File: config.mk
export PLATFORM = sky130hd
export DESIGN_NAME = mdio_mgmt_top
export DESIGN_NICKNAME = d
export VERILOG_FILES = /design/src/rtl/mdio_mgmt_pkg.sv /design/src/rtl/mdio_clk_gen.sv /design/src/rtl/mdio_frame_engine.sv /design/src/rtl/mdio_regs.sv /design/src/rtl/mdio_mgmt_top.sv
export SDC_FILE = /design/constraint.sdc
export NUM_CORES = 1
export LEC_CHECK = 0
export ABC_CLOCK_PERIOD_IN_PS = 5300
export CAP_MARGIN = 10
export CORE_AREA = 3 3 132 134
export CTS_BUF_LIST = sky130_fd_sc_hd__clkbuf_16
export DETAILED_ROUTE_END_ITERATION = 12
export DIE_AREA = 0 0 135 137
export HOLD_SLACK_MARGIN = 0.1
export PLACE_DENSITY_LB_ADDON = 0.05
export SYNTH_ARGS = -nofsm -noshare
export SYNTH_HDL_FRONTEND = slang
export SYNTH_SLANG_ARGS = --single-unit
File: constraint.sdc
create_clock -name clk -period 5.3 [get_ports clk]
set_clock_uncertainty 0.2 [all_clocks]
set_input_delay 1.325 -clock clk [delete_from_list [all_inputs] [get_ports clk]]
set_output_delay 1.325 -clock clk [all_outputs]
set_load 0.01 [all_outputs]
File: src/rtl/mdio_mgmt_pkg.sv
package mdio_mgmt_pkg;

  localparam int REG_AW = 3;

  typedef enum logic [REG_AW-1:0] {
    RA_CTRL = 3'd0,
    RA_CFG  = 3'd1,
    RA_STAT = 3'd2,
    RA_IRQ  = 3'd3,
    RA_CMD  = 3'd4
  } reg_addr_e;

  localparam logic [1:0] OP_READ = 2'b10;

endpackage

File: src/rtl/mdio_clk_gen.sv
module mdio_clk_gen #(
  parameter int SEL_W     = 2,
  parameter int BASE_LOG2 = 3
) (
  input  logic             clk,
  input  logic             rst_n,
  input  logic             start,
  input  logic             run,
  input  logic [SEL_W-1:0] div_sel,
  output logic             mdc,
  output logic             rise_tick,
  output logic             fall_tick
);

  localparam int CNT_W = BASE_LOG2 - 1 + (1 << SEL_W) - 1;

  logic [SEL_W-1:0] sel_q, sel_n;
  logic [CNT_W-1:0] cnt_q, cnt_n;
  logic             mdc_q, mdc_n;
  logic [CNT_W:0]   half_v, half_m1;
  logic             term;

  always_comb begin
    half_v  = (CNT_W+1)'(1) << (BASE_LOG2 - 1 + int'(sel_q));
    half_m1 = half_v - (CNT_W+1)'(1);
    term    = run && (cnt_q == half_m1[CNT_W-1:0]);
  end

  assign rise_tick = term & ~mdc_q;
  assign fall_tick = term & mdc_q;
  assign mdc       = mdc_q;

  always_comb begin
    sel_n = sel_q;
    cnt_n = cnt_q;
    mdc_n = mdc_q;
    if (start) begin
      sel_n = div_sel;
      cnt_n = '0;
      mdc_n = 1'b0;
    end else if (run) begin
      if (term) begin
        cnt_n = '0;
        mdc_n = ~mdc_q;
      end else begin
        cnt_n = cnt_q + CNT_W'(1);
      end
    end else begin
      cnt_n = '0;
      mdc_n = 1'b0;
    end
  end

  always_ff @(posedge clk or negedge rst_n) begin
    if (!rst_n) begin
      sel_q <= '0;
      cnt_q <= '0;
      mdc_q <= 1'b0;
    end else begin
      sel_q <= sel_n;
      cnt_q <= cnt_n;
      mdc_q <= mdc_n;
    end
  end


  mdc_idle_chk: assert property (@(posedge clk) disable iff (!rst_n)
    !$stable(mdc_q) |-> $past(run));

endmodule

File: src/rtl/mdio_frame_engine.sv
module mdio_frame_engine #(
  parameter int PRE_LEN = 32,
  parameter int CMD_W   = 32,
  parameter int DATA_W  = 16
) (
  input  logic              clk,
  input  logic              rst_n,
  input  logic              start,
  input  logic [CMD_W-1:0]  cmd,
  input  logic              rise_tick,
  input  logic              fall_tick,
  input  logic              mdio_i,
  output logic              busy,
  output logic              done_pulse,
  output logic              is_read,
  output logic [DATA_W-1:0] cap_data,
  output logic              mdio_o,
  output logic              mdio_oe
);

  import mdio_mgmt_pkg::*;

  localparam int FRAME_LEN = PRE_LEN + CMD_W;
  localparam int IDX_W     = $clog2(FRAME_LEN);
  localparam int DAT_IDX   = FRAME_LEN - DATA_W;
  localparam int REL_IDX   = DAT_IDX - 2;

  logic                 busy_q, busy_n;
  logic [IDX_W-1:0]     idx_q, idx_n;
  logic [FRAME_LEN-1:0] sh_q, sh_n;
  logic                 rd_q, rd_n;
  logic [DATA_W-1:0]    cap_q, cap_n;
  logic                 last;

  assign last       = (idx_q == IDX_W'(FRAME_LEN - 1));
  assign done_pulse = busy_q & fall_tick & last;
  assign busy       = busy_q;
  assign is_read    = rd_q;
  assign cap_data   = cap_q;
  assign mdio_o     = sh_q[FRAME_LEN-1];
  assign mdio_oe    = busy_q & (~rd_q | (idx_q < IDX_W'(REL_IDX)));

  always_comb begin
    busy_n = busy_q;
    idx_n  = idx_q;
    sh_n   = sh_q;
    rd_n   = rd_q;
    cap_n  = cap_q;
    if (start) begin
      busy_n = 1'b1;
      idx_n  = '0;
      sh_n   = {{PRE_LEN{1'b1}}, cmd};
      rd_n   = (cmd[CMD_W-3:CMD_W-4] == OP_READ);
      cap_n  = '0;
    end else if (busy_q) begin
      if (rise_tick && rd_q && (idx_q >= IDX_W'(DAT_IDX)))
        cap_n = {cap_q[DATA_W-2:0], mdio_i};
      if (fall_tick) begin
        if (last) begin
          busy_n = 1'b0;
        end else begin
          idx_n = idx_q + IDX_W'(1);
          sh_n  = {sh_q[FRAME_LEN-2:0], 1'b1};
        end
      end
    end
  end

  always_ff @(posedge clk or negedge rst_n) begin
    if (!rst_n) begin
      busy_q <= 1'b0;
      idx_q  <= '0;
      sh_q   <= '1;
      rd_q   <= 1'b0;
      cap_q  <= '0;
    end else begin
      busy_q <= busy_n;
      idx_q  <= idx_n;
      sh_q   <= sh_n;
      rd_q   <= rd_n;
      cap_q  <= cap_n;
    end
  end


  bit_hold_chk: assert property (@(posedge clk) disable iff (!rst_n)
    busy_q && !fall_tick && !start |=> $stable(mdio_o));


  read_release_chk: assert property (@(posedge clk) disable iff (!rst_n)
    busy_q && rd_q && rise_tick && (idx_q >= IDX_W'(DAT_IDX)) |-> !mdio_oe);


  busy_start_chk: assert property (@(posedge clk) disable iff (!rst_n)
    $rose(busy_q) |-> $past(start));

endmodule

File: src/rtl/mdio_regs.sv
module mdio_regs #(
  parameter int SEL_W  = 2,
  parameter int CMD_W  = 32,
  parameter int DATA_W = 16
) (
  input  logic                              clk,
  input  logic                              rst_n,
  input  logic                              bus_sel,
  input  logic                              bus_wr,
  input  logic [mdio_mgmt_pkg::REG_AW-1:0]  bus_addr,
  input  logic [CMD_W-1:0]                  bus_wdata,
  output logic [CMD_W-1:0]                  bus_rdata,
  input  logic                              busy,
  input  logic                              done_pulse,
  input  logic                              is_read,
  input  logic [DATA_W-1:0]                 cap_data,
  input  logic                              mdio_pin,
  output logic                              start,
  output logic [SEL_W-1:0]                  div_sel
);

  import mdio_mgmt_pkg::*;

  logic             en_q, en_n;
  logic [SEL_W-1:0] cfg_q, cfg_n;
  logic [CMD_W-1:0] cmd_q, cmd_n;
  logic             irq_q, irq_n;
  logic             wr_en, rd_en;

  assign wr_en   = bus_sel & bus_wr;
  assign rd_en   = bus_sel & ~bus_wr;
  assign start   = wr_en & (bus_addr == RA_CMD) & en_q & ~busy;
  assign div_sel = cfg_q;

  always_comb begin
    en_n  = en_q;
    cfg_n = cfg_q;
    cmd_n = cmd_q;
    irq_n = irq_q;
    if (wr_en && bus_addr == RA_CTRL) en_n  = bus_wdata[0];
    if (wr_en && bus_addr == RA_CFG)  cfg_n = bus_wdata[SEL_W-1:0];
    if (start) cmd_n = bus_wdata;
    else if (done_pulse && is_read) cmd_n[DATA_W-1:0] = cap_data;
    if (done_pulse) irq_n = 1'b1;
    else if (rd_en && bus_addr == RA_IRQ) irq_n = 1'b0;
  end

  always_comb begin
    bus_rdata = '0;
    case (bus_addr)
      RA_CTRL: bus_rdata[0]         = en_q;
      RA_CFG:  bus_rdata[SEL_W-1:0] = cfg_q;
      RA_STAT: bus_rdata[2:1]       = {~busy, mdio_pin};
      RA_IRQ:  bus_rdata[0]         = irq_q;
      RA_CMD:  bus_rdata            = cmd_q;
      default: bus_rdata            = '0;
    endcase
  end

  always_ff @(posedge clk or negedge rst_n) begin
    if (!rst_n) begin
      en_q  <= 1'b0;
      cfg_q <= '0;
      cmd_q <= '0;
      irq_q <= 1'b0;
    end else begin
      en_q  <= en_n;
      cfg_q <= cfg_n;
      cmd_q <= cmd_n;
      irq_q <= irq_n;
    end
  end


  done_set_chk: assert property (@(posedge clk) disable iff (!rst_n)
    done_pulse |=> irq_q);


  cmd_hold_chk: assert property (@(posedge clk) disable iff (!rst_n)
    busy && !done_pulse |=> $stable(cmd_q));

endmodule

File: src/rtl/mdio_mgmt_top.sv
module mdio_mgmt_top #(
  parameter int SEL_W     = 2,
  parameter int BASE_LOG2 = 3,
  parameter int PRE_LEN   = 32
) (
  input  logic        clk,
  input  logic        rst_n,
  input  logic        bus_sel,
  input  logic        bus_wr,
  input  logic [2:0]  bus_addr,
  input  logic [31:0] bus_wdata,
  output logic [31:0] bus_rdata,
  output logic        mdc,
  output logic        mdio_o,
  output logic        mdio_oe,
  input  logic        mdio_i
);

  localparam int CMD_W  = 32;
  localparam int DATA_W = 16;

  logic [1:0]        rst_sync_q;
  logic              core_rst_n;
  logic              start, busy, done_pulse, is_read;
  logic              rise_tick, fall_tick;
  logic [SEL_W-1:0]  div_sel;
  logic [DATA_W-1:0] cap_data;

  always_ff @(posedge clk or negedge rst_n) begin
    if (!rst_n) rst_sync_q <= 2'b00;
    else        rst_sync_q <= {rst_sync_q[0], 1'b1};
  end
  assign core_rst_n = rst_sync_q[1];

  mdio_regs #(.SEL_W(SEL_W), .CMD_W(CMD_W), .DATA_W(DATA_W)) regs_i (
    .clk(clk), .rst_n(core_rst_n),
    .bus_sel(bus_sel), .bus_wr(bus_wr), .bus_addr(bus_addr),
    .bus_wdata(bus_wdata), .bus_rdata(bus_rdata),
    .busy(busy), .done_pulse(done_pulse), .is_read(is_read),
    .cap_data(cap_data), .mdio_pin(mdio_i),
    .start(start), .div_sel(div_sel)
  );

  mdio_clk_gen #(.SEL_W(SEL_W), .BASE_LOG2(BASE_LOG2)) clk_i (
    .clk(clk), .rst_n(core_rst_n), .start(start), .run(busy),
    .div_sel(div_sel), .mdc(mdc), .rise_tick(rise_tick), .fall_tick(fall_tick)
  );

  mdio_frame_engine #(.PRE_LEN(PRE_LEN), .CMD_W(CMD_W), .DATA_W(DATA_W)) eng_i (
    .clk(clk), .rst_n(core_rst_n), .start(start), .cmd(bus_wdata),
    .rise_tick(rise_tick), .fall_tick(fall_tick), .mdio_i(mdio_i),
    .busy(busy), .done_pulse(done_pulse), .is_read(is_read),
    .cap_data(cap_data), .mdio_o(mdio_o), .mdio_oe(mdio_oe)
  );


  idle_quiet_chk: assert property (@(posedge clk) disable iff (!core_rst_n)
    !busy && !start |=> !mdio_oe && !mdc);

endmodule

# ---- After elaboration in Yosys (flattened, before gate mapping)
# Cells that the tools add are included.
dict set report word_totals {
  wordCells 89
  ff_bits 134
  in_bits 40
  out_inout_bits 35
}
dict set report op_classes {
  shift 1
  n_reduce_logical 15
  n_addsub 4
  n_bitwise 15
  n_mux 29
  n_lt_le_gt_ge 2
  n_eq_ne 9
}
# op count
set ops {}
lappend ops {{$mux W64} 4}
lappend ops {{$mux W16} 5}
lappend ops {{$shl A1 B32 Y5 const A} 1}
lappend ops {{$mux W29} 1}
lappend ops {{$mux W6} 4}
lappend ops {{$mux W5} 3}
lappend ops {{$and A1 B1 Y1} 10}
lappend ops {{$reduce_bool A2 Y1} 5}
lappend ops {{$mux W1} 9}
lappend ops {{$logic_and A1 B1 Y1} 7}
lappend ops {{$add A6 B1 Y6 const B} 1}
lappend ops {{$eq A3 B2 Y1 const B} 2}
lappend ops {{$eq A6 B6 Y1 const B} 1}
lappend ops {{$ge A6 B6 Y1 const B} 1}
lappend ops {{$lt A6 B6 Y1 const B} 1}
lappend ops {{$add A5 B1 Y5 const B} 1}
lappend ops {{$eq A5 B5 Y1} 1}
lappend ops {{$sub A5 B1 Y5 const B} 1}
lappend ops {{$not A1 Y1} 4}
lappend ops {{$pmux W1 S4} 1}
lappend ops {{$add A2 B2 Y3 const A} 1}
lappend ops {{$eq A3 B1 Y1 const B} 1}
lappend ops {{$eq A3 B3 Y1 const B} 1}
lappend ops {{$logic_not A3 Y1} 1}
lappend ops {{other kinds (8)} 8}

# ---- Logic depth before layout (Yosys ltp)
dict set report logic_depth {
  word_depth 11
  depth_mapped 9
  depth_no_buf 6
}

# ---- Cells and area by module
# Synthesis repeated with hierarchy kept, for this count alone.
dict set report hier_totals {
  cells_unflattened 643
  hier_area_um2 7069.3
}
# module instances cells_per_inst area_each_um2 seq_area_each_um2
set modules_own_cells {}
lappend modules_own_cells {mdio_frame_engine 1 452 4568.1 2282.2}
lappend modules_own_cells {mdio_regs 1 150 2037.0 900.9}
lappend modules_own_cells {mdio_clk_gen 1 38 410.4 200.2}
lappend modules_own_cells {mdio_mgmt_top 1 3 53.8 50.0}

# ---- Least setup slack after synthesis
# OpenSTA, ideal clock, no wires.
dict set report synth_path {
  path_kind {input port to output port}
  start {input bus_addr[2]}
  end {output bus_rdata[30]}
  arrival_time_ns 2.144
  required_time_ns 3.775
  setup_slack_ns 1.631
  path_buffers 2
  path_stages 4
  cell_sequence {buf_2 -> nor3b_2 -> clkbuf_1 -> and2_1}
}
dict set report synth_between {
  elab_chain_cells 2
}
# item line_no
set synth_lines {}
lappend synth_lines {{start, declared} mdio_mgmt_top.sv:10} ;# input logic [2:0] bus_addr,
lappend synth_lines {{$eq A3 B3 Y1} mdio_regs.sv:50} ;# case (bus_addr)
lappend synth_lines {{$mux W29} mdio_regs.sv:50}
lappend synth_lines {{end, declared} mdio_mgmt_top.sv:12} ;# output logic [31:0] bus_rdata,
# Every way passes these cells.

# ---- Worst setup path in the final report
dict set report layout_path {
  start {input bus_addr[0]}
  end {output bus_rdata[25]}
}
# Same word-level chain as after synthesis.

==> results by group <==
Outcome
  • Status: finished, final reports clean

CTS
  • Clock root cell: clkbuf_16
  • Sink Count: 134
  • Clk pin slew, worst setup/hold paths: 0.06 ns
  • CTS Buf Count: 17
  • CTS tree: yes
  • H-tree Lvls: 4
  • Post-CTS setup buffers: 0
  • Worst-case clock buffer depth: 2
  • Post-CTS Resized: 0
  • Worst skew pair latency: 0.42 ns
  • Number of hold buffers added after CTS: 0

Floorplanning
  • I/O Pins: 75
  • Die width: 135 µm
  • # rows: 47
  • Die area: 0.0185 mm²
  • Starting Density: 0.374
  • Die height: 137 µm
  • Core ar.: 0.0164 mm²

Power and ir drop
  • Leakage: 3.24 nW
  • Sw frac: 0.244
  • Clock share of power: 0.422
  • Overall power: 3.13 mW
  • Combinational power share: 0.131
  • Power Density: 405 mW/mm²
  • Sw power: 764 µW
  • Seq pwr share: 0.447
  • Cell-internal power: 2.37 mW
  • Max IR drop VDD: 0.250 mV

Setup path
  • WP buf/inv: 3
  • CP arrival: 3.17 ns
  • Startpoint Class: input port
  • Critical path peak fanout: 19
  • CP Class: input port to output port
  • Crit-path max cell delay: 0.61 ns
  • CP top delay family: buffers and inverters
  • Req. time, crit path: 3.77 ns
  • CP cell instances: clkdlybuf4s50_1 > nor3b_4 > buf_4 > and2_1 > clkdlybuf4s50_1
  • Worst path slowest cell: clkdlybuf4s50_1
  • Crit path capture type: output port
  • CP dominant cell by count: clkdlybuf4s50_1

Detailed routing
  • # DRC: 0
  • Final ANT Viol Nets: 0
  • Routed wire length per instance: 15.4 µm
  • Total Wirelength: 13.9 mm
  • 1st-iter DRT viols: 269
  • Vias/cell: 5.05
  • Via count: 4,545
  • DRT Pass-1 Iters: 5

Synthesis
  • Most used flip-flop cell after synthesis: dfrtp_1
  • Syn Nets: 650
  • Post-synthesis register bit count: 134
  • EDFF count, synth: 0
  • Sequential-to-total area share from yosys stat: 0.559
  • Synth Warn #: 0
  • Gate Count Post-Synth: 607
  • Cell area after synthesis: 0.00614 mm²
  • Ys async rst share: 1.00
  • Syn avg cell area: 10.1 µm²
  • Cell variety after synth: 47

Global routing
  • Largest net degree at the start of global routing: 101
  • All-layer global routing usage: 0.155
  • Antenna violations before repair: 0
  • Vias in the first global route: 4,392
  • Overflow after GRT: 0
  • First-pass GRT wire length: 22.8 mm

Finish
  • Final #Nets: 710
  • Diodes inserted: 0
  • Layout cells sized above 1: 0.201
  • Layout area overhead: 25.9%
  • Most common cell after layout, fill and taps aside: nand2_1
  • Commonest cells after routing, fill and taps aside: nand2_1 (127), clkdlybuf4s50_1 (74), dfrtp_1 (69)
  • Fillcell total: 1,507
  • Final Util: 0.472

Timing
  • Fin Hold WS: 0.150 ns
  • Worst-margin pin slew: 1.17 ns
  • Final Max Tran Viols: 0
  • Post-route setup TNS: 0 ns
  • RSZ-0062 raised after global routing: false
  • Final hold vios: 0
  • Tmin final: 4.70 ns
  • PnR worst setup slack: 0.603 ns
  • Final period util: 0.886
  • Relative slew slack: 0.217
  • Final setup vio count: 0
  • Fmax: 0.213 GHz

Placed design
  • Placer congestion estimate: 0.818
  • Place WS: 0.598 ns
  • PortBufs: 74
  • Final HPWL DP: 8.60 mm

Min path
  • Worst min path class: flop to flop

Run
  • Max_cap viols: 0
[registers in the layout (all words and copies together) (netlist names), 2 cells and up]
| signal | cells |
|---|---|
| eng_i.sh_q | 64 |
| regs_i.cmd_q | 32 |
| eng_i.cap_data | 16 |
| eng_i.idx_q | 6 |
| clk_i.cnt_q | 5 |
| clk_i.sel_q | 2 |
| regs_i.div_sel | 2 |
| rst_sync_q | 2 |
[logic make-up after synthesis]
family	after synthesis	synth area share
AO/OA/AOI/OAI	132	0.146
AND/OR/NAND/NOR	263	0.198
multiplexers	25	0.0511
adder cells (fa/ha/maj)	3	0.00611
flip-flops	134	0.559
other	1	0.000610
buffers and inverters	43	0.0310
XOR/XNOR	6	0.00855
[layer usage]
layer	GRT usage	vias to the layer above	share of wire
met1	0.222	2220	0.50
li1	-	2204	-
met3	0.0415	12	0.042
met4	0.0465	0	0.0086
met5	0	-	0
met2	0.232	109	0.45
[layout make-up]
| class | count | area (µm²) | area share |
|---|---|---|---|
| well taps | 220 | 275 | 0.0356 |
| flip-flops and latches | 134 | 3440 | 0.444 |
| clock buffers | 17 | 425 | 0.0550 |
| inverters | 2 | 7.51 | 0.000970 |
| clock inverters | 15 | 234 | 0.0302 |
| multi-input cells | 430 | 2540 | 0.329 |
| repair buffers | 82 | 813 | 0.105 |
[final timing paths]
path / from / endpoint / slack (ns) / cells after the start
max: bus_addr[0] / bus_rdata[25] / 0.60 / 5
max in group asynchronous: rst_n / rst_sync_q[1] / 3.89 / 1
min: rst_sync_q[0] / rst_sync_q[1] / 0.15 / 0
max reg2reg: clk_i.cnt_q[3] / regs_i.cmd_q[15] / 2.23 / 5
min reg2reg: rst_sync_q[0] / rst_sync_q[1] / 0.15 / 0
min in group asynchronous: rst_sync_q[1] / regs_i.cmd_q[13] / 0.26 / 1
[worst reg2reg max path, cell delays in order (launching register included)]
cell     delay, ns
dfrtp_1       0.45
nor4b_4       0.35
o31ai_4       0.16
a21bo_4       0.34
o31ai_4       1.02
mux2_2        0.43
[power groups by stage]
| stage | clock, mW | combinational, mW | sequential, mW |
|---|---|---|---|
| global route | 1.40 | 0.463 | 1.42 |
| floorplan | 0 | 0.293 | 1.37 |
| CTS | 1.35 | 0.417 | 1.40 |
| detailed placement | 0 | 0.414 | 1.41 |
| global placement | 0 | 0.405 | 1.41 |
| finish | 1.32 | 0.410 | 1.40 |
[cells in the mapped netlist (3+ instances only)]
library cell	count	area (µm²)
and3_1	3	18.8
o21ai_0	52	260
ha_1	3	37.5
dfstp_2	64	1680
clkbuf_1	25	93.8
a221o_1	16	160
a21o_1	16	120
xnor2_1	4	35.0
nor2_1	48	180
mux2_2	11	124
mux2i_1	4	40.0
a31oi_1	4	25.0
nor3_1	3	15.0
buf_1	5	18.8
a21oi_1	19	95.1
and2_1	45	282
o211ai_1	14	105
buf_2	10	50.1
mux2_4	10	150
nand3_1	24	120
nand2_1	127	477
dfrtp_1	70	1750
[metrics by stage]
stage          instance area, µm²  std cells
2_1_floorplan                6140        607
3_3_place_gp                 7080        868
3_5_place_dp                 7080        868
4_1_cts                      7740        900
5_1_grt                      7740        900
6_report                     7740        900
No activity file was read; power rests on OpenSTA's default activity.
